## src/rtl/fdc_pkg.sv

```systemverilog
package fdc_pkg;
  typedef enum logic [1:0] {PH_IDLE, PH_CMD, PH_EXEC, PH_RES} phase_e;
  typedef enum logic [2:0] {OP_BAD, OP_SPEC, OP_SENSE, OP_READ, OP_WRITE, OP_SCAN} op_e;

  typedef struct packed {
    op_e        op;
    logic [3:0] plen;
  } cmd_info_t;

  localparam int PAR_MAX = 8;
  localparam int RES_LEN = 7;

  localparam logic [7:0] ST0_INV  = 8'h80;
  localparam logic [7:0] ST0_ABN  = 8'h40;
  localparam logic [7:0] ST0_SEEK = 8'h20;
  localparam logic [7:0] ST1_OVR  = 8'h10;
  localparam logic [7:0] ST2_HIT  = 8'h08;
  localparam logic [7:0] ST2_MISS = 8'h04;

  localparam logic [4:0] CODE_SCAN_EQ = 5'h11;
  localparam logic [4:0] CODE_SCAN_LE = 5'h19;
endpackage

```

## src/rtl/fdc_cmd_table.sv

```systemverilog
module fdc_cmd_table
  import fdc_pkg::*;
(
  input  logic [4:0] code_i,
  output cmd_info_t  info_o
);
  always_comb begin
    info_o.op   = OP_BAD;
    info_o.plen = 4'd0;
    unique case (code_i)
      5'h03: begin info_o.op = OP_SPEC;  info_o.plen = 4'd2; end
      5'h08: begin info_o.op = OP_SENSE; info_o.plen = 4'd0; end
      5'h06: begin info_o.op = OP_READ;  info_o.plen = 4'd8; end
      5'h05: begin info_o.op = OP_WRITE; info_o.plen = 4'd8; end
      5'h11, 5'h19, 5'h1D: begin info_o.op = OP_SCAN; info_o.plen = 4'd8; end
      default: ;
    endcase
  end
endmodule

```

## src/rtl/fdc_xfer_timer.sv

```systemverilog
module fdc_xfer_timer #(
  parameter int BYTE_GAP  = 4,
  parameter int OVR_LIMIT = 64
) (
  input  logic clk_i,
  input  logic rst_ni,
  input  logic start_i,
  input  logic drq_i,
  output logic gap_done_o,
  output logic ovr_o
);
  localparam int GW = $clog2(BYTE_GAP + 1);
  localparam int OW = $clog2(OVR_LIMIT + 1);

  logic [GW-1:0] gap_q;
  logic [OW-1:0] ovr_q;

  always_ff @(posedge clk_i or negedge rst_ni) begin
    if (!rst_ni)            gap_q <= '0;
    else if (start_i)       gap_q <= GW'(BYTE_GAP);
    else if (gap_q != '0)   gap_q <= gap_q - 1'b1;
  end

  always_ff @(posedge clk_i or negedge rst_ni) begin
    if (!rst_ni)      ovr_q <= '0;
    else if (!drq_i)  ovr_q <= '0;
    else if (!ovr_o)  ovr_q <= ovr_q + 1'b1;
  end

  assign gap_done_o = (gap_q == GW'(1));
  assign ovr_o      = drq_i && (ovr_q == OW'(OVR_LIMIT - 1));
endmodule

```

## src/rtl/fdc_buf_ram.sv

```systemverilog
module fdc_buf_ram #(
  parameter int DEPTH = 16,
  localparam int AW = $clog2(DEPTH)
) (
  input  logic          clk_i,
  input  logic          we_i,
  input  logic [AW-1:0] waddr_i,
  input  logic [7:0]    wdata_i,
  input  logic          ld_we_i,
  input  logic [AW-1:0] ld_addr_i,
  input  logic [7:0]    ld_data_i,
  input  logic [AW-1:0] raddr_i,
  output logic [7:0]    rdata_o
);
  logic [7:0] mem_q [DEPTH];

  always_ff @(posedge clk_i) begin
    if (we_i)         mem_q[waddr_i]   <= wdata_i;
    else if (ld_we_i) mem_q[ld_addr_i] <= ld_data_i;
  end

  assign rdata_o = mem_q[raddr_i];
endmodule

```

## src/rtl/fdc_host_seq.sv

```systemverilog
module fdc_host_seq
  import fdc_pkg::*;
#(
  parameter int DEPTH     = 16,
  parameter int BYTE_GAP  = 4,
  parameter int OVR_LIMIT = 64
) (
  input  logic                     clk_i,
  input  logic                     rst_ni,
  input  logic                     addr_i,
  input  logic                     rd_i,
  input  logic                     wr_i,
  input  logic [7:0]               wdata_i,
  output logic [7:0]               rdata_o,
  output logic                     drq_o,
  output logic                     irq_o,
  input  logic [3:0]               seek_busy_i,
  input  logic [3:0]               seek_done_i,
  input  logic                     ld_we_i,
  input  logic [$clog2(DEPTH)-1:0] ld_addr_i,
  input  logic [7:0]               ld_data_i
);
  localparam int AW   = $clog2(DEPTH);
  localparam int MAXN = (DEPTH > PAR_MAX) ? DEPTH : PAR_MAX;
  localparam int CW   = $clog2(MAXN + 1);

  phase_e        phase_q;
  op_e           op_q;
  logic [4:0]    code_q;
  logic          rqm_q, drq_q, irq_q, hit_q;
  logic [CW-1:0] cnt_q;
  logic [AW-1:0] ptr_q;
  logic [2:0]    idx_q;
  logic [3:0]    pend_q;
  logic [7:0]    par_q [PAR_MAX];
  logic [7:0]    res_q [RES_LEN];

  cmd_info_t  info;
  logic       dio, acc_wr, acc_rd, acc, last, start_gap, gap_done, ovr;
  logic       buf_we, miss_now, hit_nxt, any_pend;
  logic [1:0] sel_drv;
  logic [7:0] buf_dout, status, drv_b;

  fdc_cmd_table u_tbl (.code_i(wdata_i[4:0]), .info_o(info));

  fdc_xfer_timer #(.BYTE_GAP(BYTE_GAP), .OVR_LIMIT(OVR_LIMIT)) u_tmr (
    .clk_i, .rst_ni, .start_i(start_gap), .drq_i(drq_q),
    .gap_done_o(gap_done), .ovr_o(ovr)
  );

  fdc_buf_ram #(.DEPTH(DEPTH)) u_ram (
    .clk_i, .we_i(buf_we), .waddr_i(ptr_q), .wdata_i(wdata_i),
    .ld_we_i, .ld_addr_i, .ld_data_i, .raddr_i(ptr_q), .rdata_o(buf_dout)
  );

  assign dio    = (phase_q == PH_RES) || (phase_q == PH_EXEC && op_q == OP_READ);
  assign status = {rqm_q, dio, phase_q == PH_EXEC, phase_q != PH_IDLE, seek_busy_i};
  assign acc_wr = wr_i && addr_i && rqm_q && !dio;
  assign acc_rd = rd_i && addr_i && rqm_q && dio;
  assign acc    = acc_wr || acc_rd;
  assign last   = (cnt_q <= CW'(1));
  assign buf_we = (phase_q == PH_EXEC) && acc_wr && (op_q == OP_WRITE);
  assign start_gap = (phase_q == PH_EXEC) && acc && !last;
  assign drv_b  = {6'b0, par_q[0][1:0]};

  // scan compare, 0xFF from host is a wildcard
  always_comb begin
    miss_now = 1'b0;
    if (wdata_i != 8'hFF) begin
      if (code_q == CODE_SCAN_EQ)      miss_now = (buf_dout != wdata_i);
      else if (code_q == CODE_SCAN_LE) miss_now = (buf_dout > wdata_i);
      else                             miss_now = (buf_dout < wdata_i);
    end
  end
  assign hit_nxt = hit_q && !miss_now;

  // lowest pending drive
  always_comb begin
    sel_drv  = 2'd0;
    any_pend = 1'b0;
    for (int d = 3; d >= 0; d--) begin
      if (pend_q[d]) begin
        sel_drv  = 2'(d);
        any_pend = 1'b1;
      end
    end
  end

  always_comb begin
    if (!addr_i)     rdata_o = status;
    else if (acc_rd) rdata_o = (phase_q == PH_RES) ? res_q[idx_q] : buf_dout;
    else             rdata_o = 8'hFF;
  end

  always_ff @(posedge clk_i or negedge rst_ni) begin
    if (!rst_ni) begin
      phase_q <= PH_IDLE;
      op_q    <= OP_BAD;
      code_q  <= '0;
      rqm_q   <= 1'b1;
      drq_q   <= 1'b0;
      irq_q   <= 1'b0;
      hit_q   <= 1'b1;
      cnt_q   <= '0;
      ptr_q   <= '0;
      idx_q   <= '0;
      pend_q  <= '0;
      for (int i = 0; i < PAR_MAX; i++) par_q[i] <= '0;
      for (int i = 0; i < RES_LEN; i++) res_q[i] <= '0;
    end else begin
      unique case (phase_q)
        PH_IDLE: if (acc_wr) begin
          code_q <= wdata_i[4:0];
          op_q   <= info.op;
          idx_q  <= '0;
          rqm_q  <= 1'b1;
          if (info.op == OP_BAD) begin
            res_q[0] <= ST0_INV;
            cnt_q    <= CW'(1);
            phase_q  <= PH_RES;
          end else if (info.op == OP_SENSE) begin
            phase_q <= PH_RES;
            if (any_pend) begin
              res_q[0] <= ST0_SEEK | {6'b0, sel_drv};
              res_q[1] <= 8'h00;
              cnt_q    <= CW'(2);
              pend_q[sel_drv] <= 1'b0;
            end else begin
              res_q[0] <= ST0_INV;
              cnt_q    <= CW'(1);
            end
          end else begin
            cnt_q   <= CW'(info.plen);
            phase_q <= PH_CMD;
          end
        end
        PH_CMD: if (acc_wr) begin
          par_q[idx_q] <= wdata_i;
          idx_q <= idx_q + 1'b1;
          rqm_q <= 1'b1;
          if (!last) begin
            cnt_q <= cnt_q - 1'b1;
          end else if (op_q == OP_SPEC) begin
            phase_q <= PH_IDLE;
          end else begin
            phase_q <= PH_EXEC;
            cnt_q   <= CW'(DEPTH);
            ptr_q   <= '0;
            drq_q   <= 1'b1;
            hit_q   <= 1'b1;
          end
        end
        PH_EXEC: begin
          if (acc) begin
            drq_q <= 1'b0;
            rqm_q <= 1'b0;
            ptr_q <= ptr_q + 1'b1;
            if (op_q == OP_SCAN) hit_q <= hit_nxt;
            if (!last) begin
              cnt_q <= cnt_q - 1'b1;
            end else begin
              res_q[0] <= drv_b;
              res_q[1] <= 8'h00;
              res_q[2] <= (op_q != OP_SCAN) ? 8'h00 : (hit_nxt ? ST2_HIT : ST2_MISS);
              for (int i = 3; i < RES_LEN; i++) res_q[i] <= par_q[i-2];
              phase_q <= PH_RES;
              cnt_q   <= CW'(RES_LEN);
              idx_q   <= '0;
              rqm_q   <= 1'b1;
              irq_q   <= 1'b1;
            end
          end else if (ovr) begin
            drq_q    <= 1'b0;
            res_q[0] <= ST0_ABN | drv_b;
            res_q[1] <= ST1_OVR;
            res_q[2] <= 8'h00;
            for (int i = 3; i < RES_LEN; i++) res_q[i] <= par_q[i-2];
            phase_q <= PH_RES;
            cnt_q   <= CW'(RES_LEN);
            idx_q   <= '0;
            rqm_q   <= 1'b1;
            irq_q   <= 1'b1;
          end else if (gap_done) begin
            drq_q <= 1'b1;
            rqm_q <= 1'b1;
          end
        end
        PH_RES: if (acc_rd) begin
          idx_q <= idx_q + 1'b1;
          rqm_q <= 1'b1;
          if (!last) begin
            cnt_q <= cnt_q - 1'b1;
          end else begin
            phase_q <= PH_IDLE;
            if (!(op_q == OP_SENSE && pend_q != '0)) irq_q <= 1'b0;
          end
        end
        default: phase_q <= PH_IDLE;
      endcase
      if (seek_done_i != '0) begin
        pend_q <= pend_q | seek_done_i;
        irq_q  <= 1'b1;
      end
    end
  end

  assign drq_o = drq_q;
  assign irq_o = irq_q;
endmodule

```

## config.mk

```make
export PLATFORM = sky130hd
export DESIGN_NAME = fdc_host_seq
export DESIGN_NICKNAME = d
export VERILOG_FILES = /design/src/rtl/fdc_pkg.sv /design/src/rtl/fdc_cmd_table.sv /design/src/rtl/fdc_xfer_timer.sv /design/src/rtl/fdc_buf_ram.sv /design/src/rtl/fdc_host_seq.sv
export SDC_FILE = /design/constraint.sdc
export NUM_CORES = 1
export LEC_CHECK = 0
export ABC_CLOCK_PERIOD_IN_PS = 3950
export BUFFER_PORTS_ARGS = -buffer_cell sky130_fd_sc_hd__buf_4
export CAP_MARGIN = 20
export CORE_ASPECT_RATIO = 0.7
export CORE_MARGIN = 4
export CORE_UTILIZATION = 40
export DETAILED_ROUTE_END_ITERATION = 6
export PLACE_DENSITY_LB_ADDON = 0.2
export SYNTH_ARGS = -nofsm -noshare
export SYNTH_HDL_FRONTEND = slang
export SYNTH_SLANG_ARGS = --single-unit
```

## constraint.sdc

```tcl
create_clock -name clk_i -period 3.95 [get_ports clk_i]
set_input_delay 0.395 -clock clk_i [delete_from_list [all_inputs] [get_ports clk_i]]
set_output_delay 0.395 -clock clk_i [all_outputs]
set_load 0.01 [all_outputs]
```

## After elaboration in Yosys (flattened, before gate mapping)

Memory sizes are Yosys's and may differ from the RTL's.
Cells that the tools add are included.

| word-level totals | value |
|---|---|
| register bits | 160 |
| logic and storage cells | 261 |
| input port bits | 34 |
| RAM bits | 128 |
| memories kept | 1 |

| operators by class | value |
|---|---|
| magnitude comparators | 7 |
| $add $sub $neg | 5 |
| reductions and logical operators | 53 |
| equal/unequal tests | 49 |
| bitwise logic cells | 4 |
| muxes and demuxes | 114 |

Memory list:

| name | depth | width | rd ports | clocked after memory_dff | write ports | RTL line | source |
|---|---|---|---|---|---|---|---|
| u_ram.mem_q | 16 | 8 | 1 | 0 | 1 | fdc_buf_ram.sv:15 | `logic [7:0] mem_q [DEPTH];` |

Operators by type and width:

| operator | count |
|---|---|
| 56-bit two-way mux | 3 |
| 8-bit two-way mux | 11 |
| 64-bit bitwise mux | 1 |
| 4-bit two-way mux | 14 |
| 5-bit two-way mux | 10 |
| 7-bit one-hot mux with 5 select lines | 1 |
| 1-bit two-way mux | 34 |
| 16-bit two-way mux | 2 |
| 2-bit two-way mux | 16 |
| 16-bit one-hot mux with 2 select lines | 1 |
| 5-bit equality test, second input constant | 5 |
| 5-bit AND reduction | 5 |
| 8-bit binary-select mux with 3-bit select | 1 |
| 8-bit demux with 3-bit select | 1 |
| 3-bit two-way mux | 8 |
| 2-bit != test, second input constant | 12 |
| 5-bit one-hot mux with 4 select lines | 1 |
| 6-bit AND reduction | 3 |
| 2-bit nonzero test | 9 |
| 1-bit logical AND | 16 |
| 3-bit != test, second input constant | 5 |
| 7-bit two-way mux | 2 |
| 7-bit AND reduction | 2 |
| 3-bit one-hot mux with 4 select lines | 1 |
| 47 further kinds | 68 |

## Logic depth before layout (Yosys ltp)

| depth | value |
|---|---|
| depth after elaboration | 16 |
| depth in mapped cells | 12 |

## Hierarchy

Synthesis repeated with hierarchy kept, for this count alone.

| unflattened totals | value |
|---|---|
| cells, all modules | 815 |
| area total of the unflattened synthesis | 11,285.8 µm² |

By module, submodules not included:

| module | area an instance (µm²) | instances | cells each |
|---|---|---|---|
| fdc_host_seq | 5,440.2 | 1 | 499 |
| fdc_buf_ram | 5,185.0 | 1 | 246 |
| fdc_xfer_timer | 524.3 | 1 | 50 |
| fdc_cmd_table | 136.4 | 1 | 20 |

## Worst setup path before layout

OpenSTA, ideal clock, no wires.

| timing | value |
|---|---|
| kind | register to register |
| from | reg ptr_q[0] |
| to | reg res_q[35] (netlist bit) |
| cell stages (with the launch flop) | 11 |
| slack | 895 ps |
| period minus slack after synthesis | 3,055 ps |
| data required time | 3,807 ps |
| library setup time | 143 ps |
| arrival time | 2,912 ps |
| cell sequence | dfrtp_1 > buf_6 > buf_8 > mux4_1 > mux4_2 > ha_1 > nor2b_1 > o211ai_1 > a21oi_1 > o41ai_1 > o21ai_0 |

| between the ends | value |
|---|---|
| cells in the longest elaborated chain, start to end | 11 |
| elaborated cells between the ends (all ways) | 13 |
| those cells by class | 2 x order compare; 1 x eq/ne; 7 x mux; 2 x reduce/logical; 1 x memory |

Ends and longest elaborated chain:

| what | RTL line | source |
|---|---|---|
| start, declared | fdc_host_seq.sv:32 | `logic [AW-1:0] ptr_q;` |
| start signal, assigned | fdc_host_seq.sv:157 | `ptr_q <= ptr_q + 1'b1;` |
| memory 16 x 8 bit (*) | n/a |  |
| 8-bit less-than comparator or 8-bit > comparator (tied branches) | fdc_host_seq.sv:72, fdc_host_seq.sv:71 |  |
| 1-bit two-way mux | fdc_host_seq.sv:71 | `else if (code_q == CODE_SCAN_LE) miss_now = (buf_dout > wdata_i);` |
| 1-bit two-way mux (*) | fdc_host_seq.sv:70 | `if (code_q == CODE_SCAN_EQ) miss_now = (buf_dout != wdata_i);` |
| 1-bit two-way mux (*) | fdc_host_seq.sv:69 | `if (wdata_i != 8'hFF) begin` |
| 1-bit logical NOT (*) | fdc_host_seq.sv:75 | `assign hit_nxt = hit_q && !miss_now;` |
| 1-bit logical AND (*) | fdc_host_seq.sv:75 |  |
| 4-bit two-way mux (*) (2 in series) | fdc_host_seq.sv:164 | `res_q[2] <= (op_q != OP_SCAN) ? 8'h00 : (hit_nxt ? ST2_HIT : ST2_MISS);` |
| 56-bit two-way mux (*) | fdc_host_seq.sv:159 | `if (!last) begin` |
| 56-bit two-way mux (*) | fdc_host_seq.sv:154 | `if (acc) begin` |
| end, declared | fdc_host_seq.sv:36 | `logic [7:0] res_q [RES_LEN];` |

Mark *: on every way between the ends. The rest lies on a longest branch, timed or not. The select of a mux whose other input is x is not followed.
A chain may end at the register's enable or synchronous reset.

## Worst setup path in the final report

Same ends and word-level chain as after synthesis.

==> reports/metrics.csv <==
metric;value;unit
largest area contributor in the netlist;edfxtp_1;
Routed WL;26900;um
WP data arrival;3.78;ns
Post-DRT Antenna Nets;0;
placer congestion estimate;0.816;
Post-Syn Instances;817;
Die Width;209;um
CP max stage cell;mux4_1;
CTS tree;done;
Via density;5.51;
initial antenna violation count;0;
Crit path top cell by count;o21ai_0;
CTS buffer count;24;
HPWL after detailed placement;19000;um
Initial DRC Count;683;
post-layout power;8.12;mW
Setup CP Type;reg2reg;
clock-pin slew on the worst setup and hold paths;0.07;ns
placed cells;1223;
Power Dens Cells;628;mW/mm^2
clock latency on the worst-skew pair;0.53;ns
sequential area share after synthesis;59.2;%
Pint;5.63;mW
Primary FF master, synth;edfxtp_1;
P_sw;2.50;mW
global-route wire length before repair;41100;um
hold depth;2;
Slew Viols, Final;0;
period utilization;85.9;%
count leader, synth;edfxtp_1;
Vias;6986;
CP Launch Type;flip-flop;
hold slack;0.0573;ns
Clk pwr share;31.5;%
slowest cell delay on critical path;0.64;ns
synth warn;0;
Post-CTS Setup Inserts;0;
largest net degree at the start of global routing;52;
Worst-Margin Slew;1.01;ns
WL/cell;21.2;um
Fin Clk Skew;0.00885;ns
Die Height;149;um
Worst Reg2Reg Path Length in Cells;8;
share of layout cells above drive strength 1;22.8;%
Synth Cell Area;0.0113;mm^2
Comb power frac;27.3;%
Synth top area share;34.0;%
H-Tree Depth;1;
CP max FO;17;
Hold Fails Final Rpt;0;
port buffer count;43;
Non-Filler Instances;1269;
RSZ-0062 raised after global routing;no;
clock sink total;242;
# rows;51;
Syn Nets;867;
core area;0.0278;mm^2
n_diodes;0;
Tot GR Track Use;17.3;%
Tmin final;3.39;ns
P&R area growth vs syn;14.3;%
initial core utilization;40.7;%
CTS-repair resized insts;0;
LEAKAGE;5.19;nW
die area;0.0311;mm^2
Fin Setup TNS;0;ns
Detailed Routing Iterations Pass 1;5;
slew margin rel.;32.2;%
Hold WC Path Type;in2reg;
critical-path cell list;buf_4 > mux4_1 > mux4_2 > ha_1 > a41oi_1 > o21ai_0 > o41ai_1 > o21ai_0;
# nets final;930;
Sw Share;30.7;%
Clock Tree Buf Depth;3;
cts hold-fix bufs;1;
endpoint type of the worst setup path;flip-flop;
worst vdd ir;0.306;mV
top post-synthesis cells by count;128 x edfxtp_1, 112 x dfrtp_1, 71 x nand2_1;
total congestion overflow;0;
Post-synth EDFFs;128;
I/O Pins;44;
max cap viols;0;
Root Driver;clkbuf_16;
library cells used by synthesis;83;
sequential share of power;41.2;%
Syn Area/Cell;13.9;um^2
Worst Path Required;4.34;ns
drt drc;0;
top cells by area, synth;edfxtp_1 34%, dfrtp_1 25%, mux4_2 5.2%;
final setup vio count;0;
vias in the first global route;6469;
maximum clock rate;0.295;GHz
FF+latch count, synth;242;
Async SR Flop Fraction;47.1;%
status;complete, no violations;
-- cells by family after synthesis --
| group | count (synthesis) | share of synthesized area (%) |
|---|---|---|
| compound gates | 156 | 9.09 |
| xor+xnor | 10 | 0.774 |
| fa+ha+maj | 16 | 1.77 |
| buf+inv | 65 | 3.87 |
| flops | 242 | 59.2 |
| mux | 104 | 15.8 |
| simple gates | 224 | 9.57 |
-- metal layers --
| layer | global-route usage (%) | share of wire (%) | up-vias |
|---|---|---|---|
| met5 | 0 | 0 | - |
| met4 | 3.68 | 2.0 | 0 |
| met3 | 3.41 | 6.3 | 36 |
| met2 | 22.2 | 39 | 196 |
| met1 | 29.5 | 53 | 3521 |
| li1 | - | - | 3233 |
-- worst max-delay path: cells and delay by family (launching register included) --
family	cells	cell delay [ns]
compound gates	4	1.08
fa+ha+maj	1	0.34
buf+inv	1	0.30
flops	1	0.35
mux	2	1.17
-- path summary, 6_finish.rpt --
check	startpoint	to	slack [ns]
worst min register to register	par_q[33]	par_q[33]	0.48
worst min-delay path	seek_done_i[1]	pend_q[1]	0.06
worst max-delay path	ptr_q[0]	res_q[35]	0.56
worst max register to register	ptr_q[0]	res_q[35]	0.56
min in group asynchronous	rst_ni	res_q[23]	0.44
max in group asynchronous	rst_ni	rqm_q	2.67
-- power groups by stage --
stage | registers, mW | clock network [mW] | logic [mW]
3_3_place_gp | 3.39 | 0 | 2.19
5_1_grt | 3.40 | 2.72 | 2.46
6_report | 3.35 | 2.56 | 2.22
3_5_place_dp | 3.40 | 0 | 2.22
2_1_floorplan | 3.24 | 0 | 1.82
4_1_cts | 3.35 | 2.61 | 2.24
-- cells in the final DEF (no fill, tap or decap), types with 14 or more instances in the layout --
cell       netlist  layout
nor3_1          16      16
buf_4            2      72
inv_1           21      21
clkbuf_16        0      27
o21ai_0         46      46
ha_1            16      16
dfrtp_1        112     111
mux2_4          29      29
nor2_1          69      69
a21oi_1         29      29
nand2_1         71      71
mux4_2          26      26
edfxtp_1       128     128
mux4_1          14      14
-- through the flow --
| stage | cell area (um^2) | utilization, % | setup slack [ns] |
|---|---|---|---|
| finish | 12900 | 46.5 | 0.557 |
| global route | 12900 | 46.5 | 0.372 |
| CTS | 12900 | 46.5 | 0.560 |
| detailed placement | 12000 | 43.2 | 0.575 |
| global placement | 12000 | 43.0 | 0.612 |
| floorplan | 11300 | - | 0.895 |
-- state kept, by name, summed over array words and instances, names as in the netlist --
name and count:
op_q 3, drv_b 2, idx_q 3, cnt_q 5
ptr_q 4, drq_o 1, u_tmr.gap_q 3, u_ram.mem_q 128
phase_q 2, u_tmr.ovr_q 7, rqm_q 1, irq_o 1
hit_q 1, res_q 40, pend_q 4, code_q 5
par_q 32
-- layout make-up --
cell class	count	area, um^2
clock inverter	14	201
inverter	23	86.3
tap	371	464
fill	2483	14900
multi-input combinational	510	4180
sequential	242	6700
clock buffer	30	688
timing repair buffer	79	618
Power figures use the tool's default switching activity.
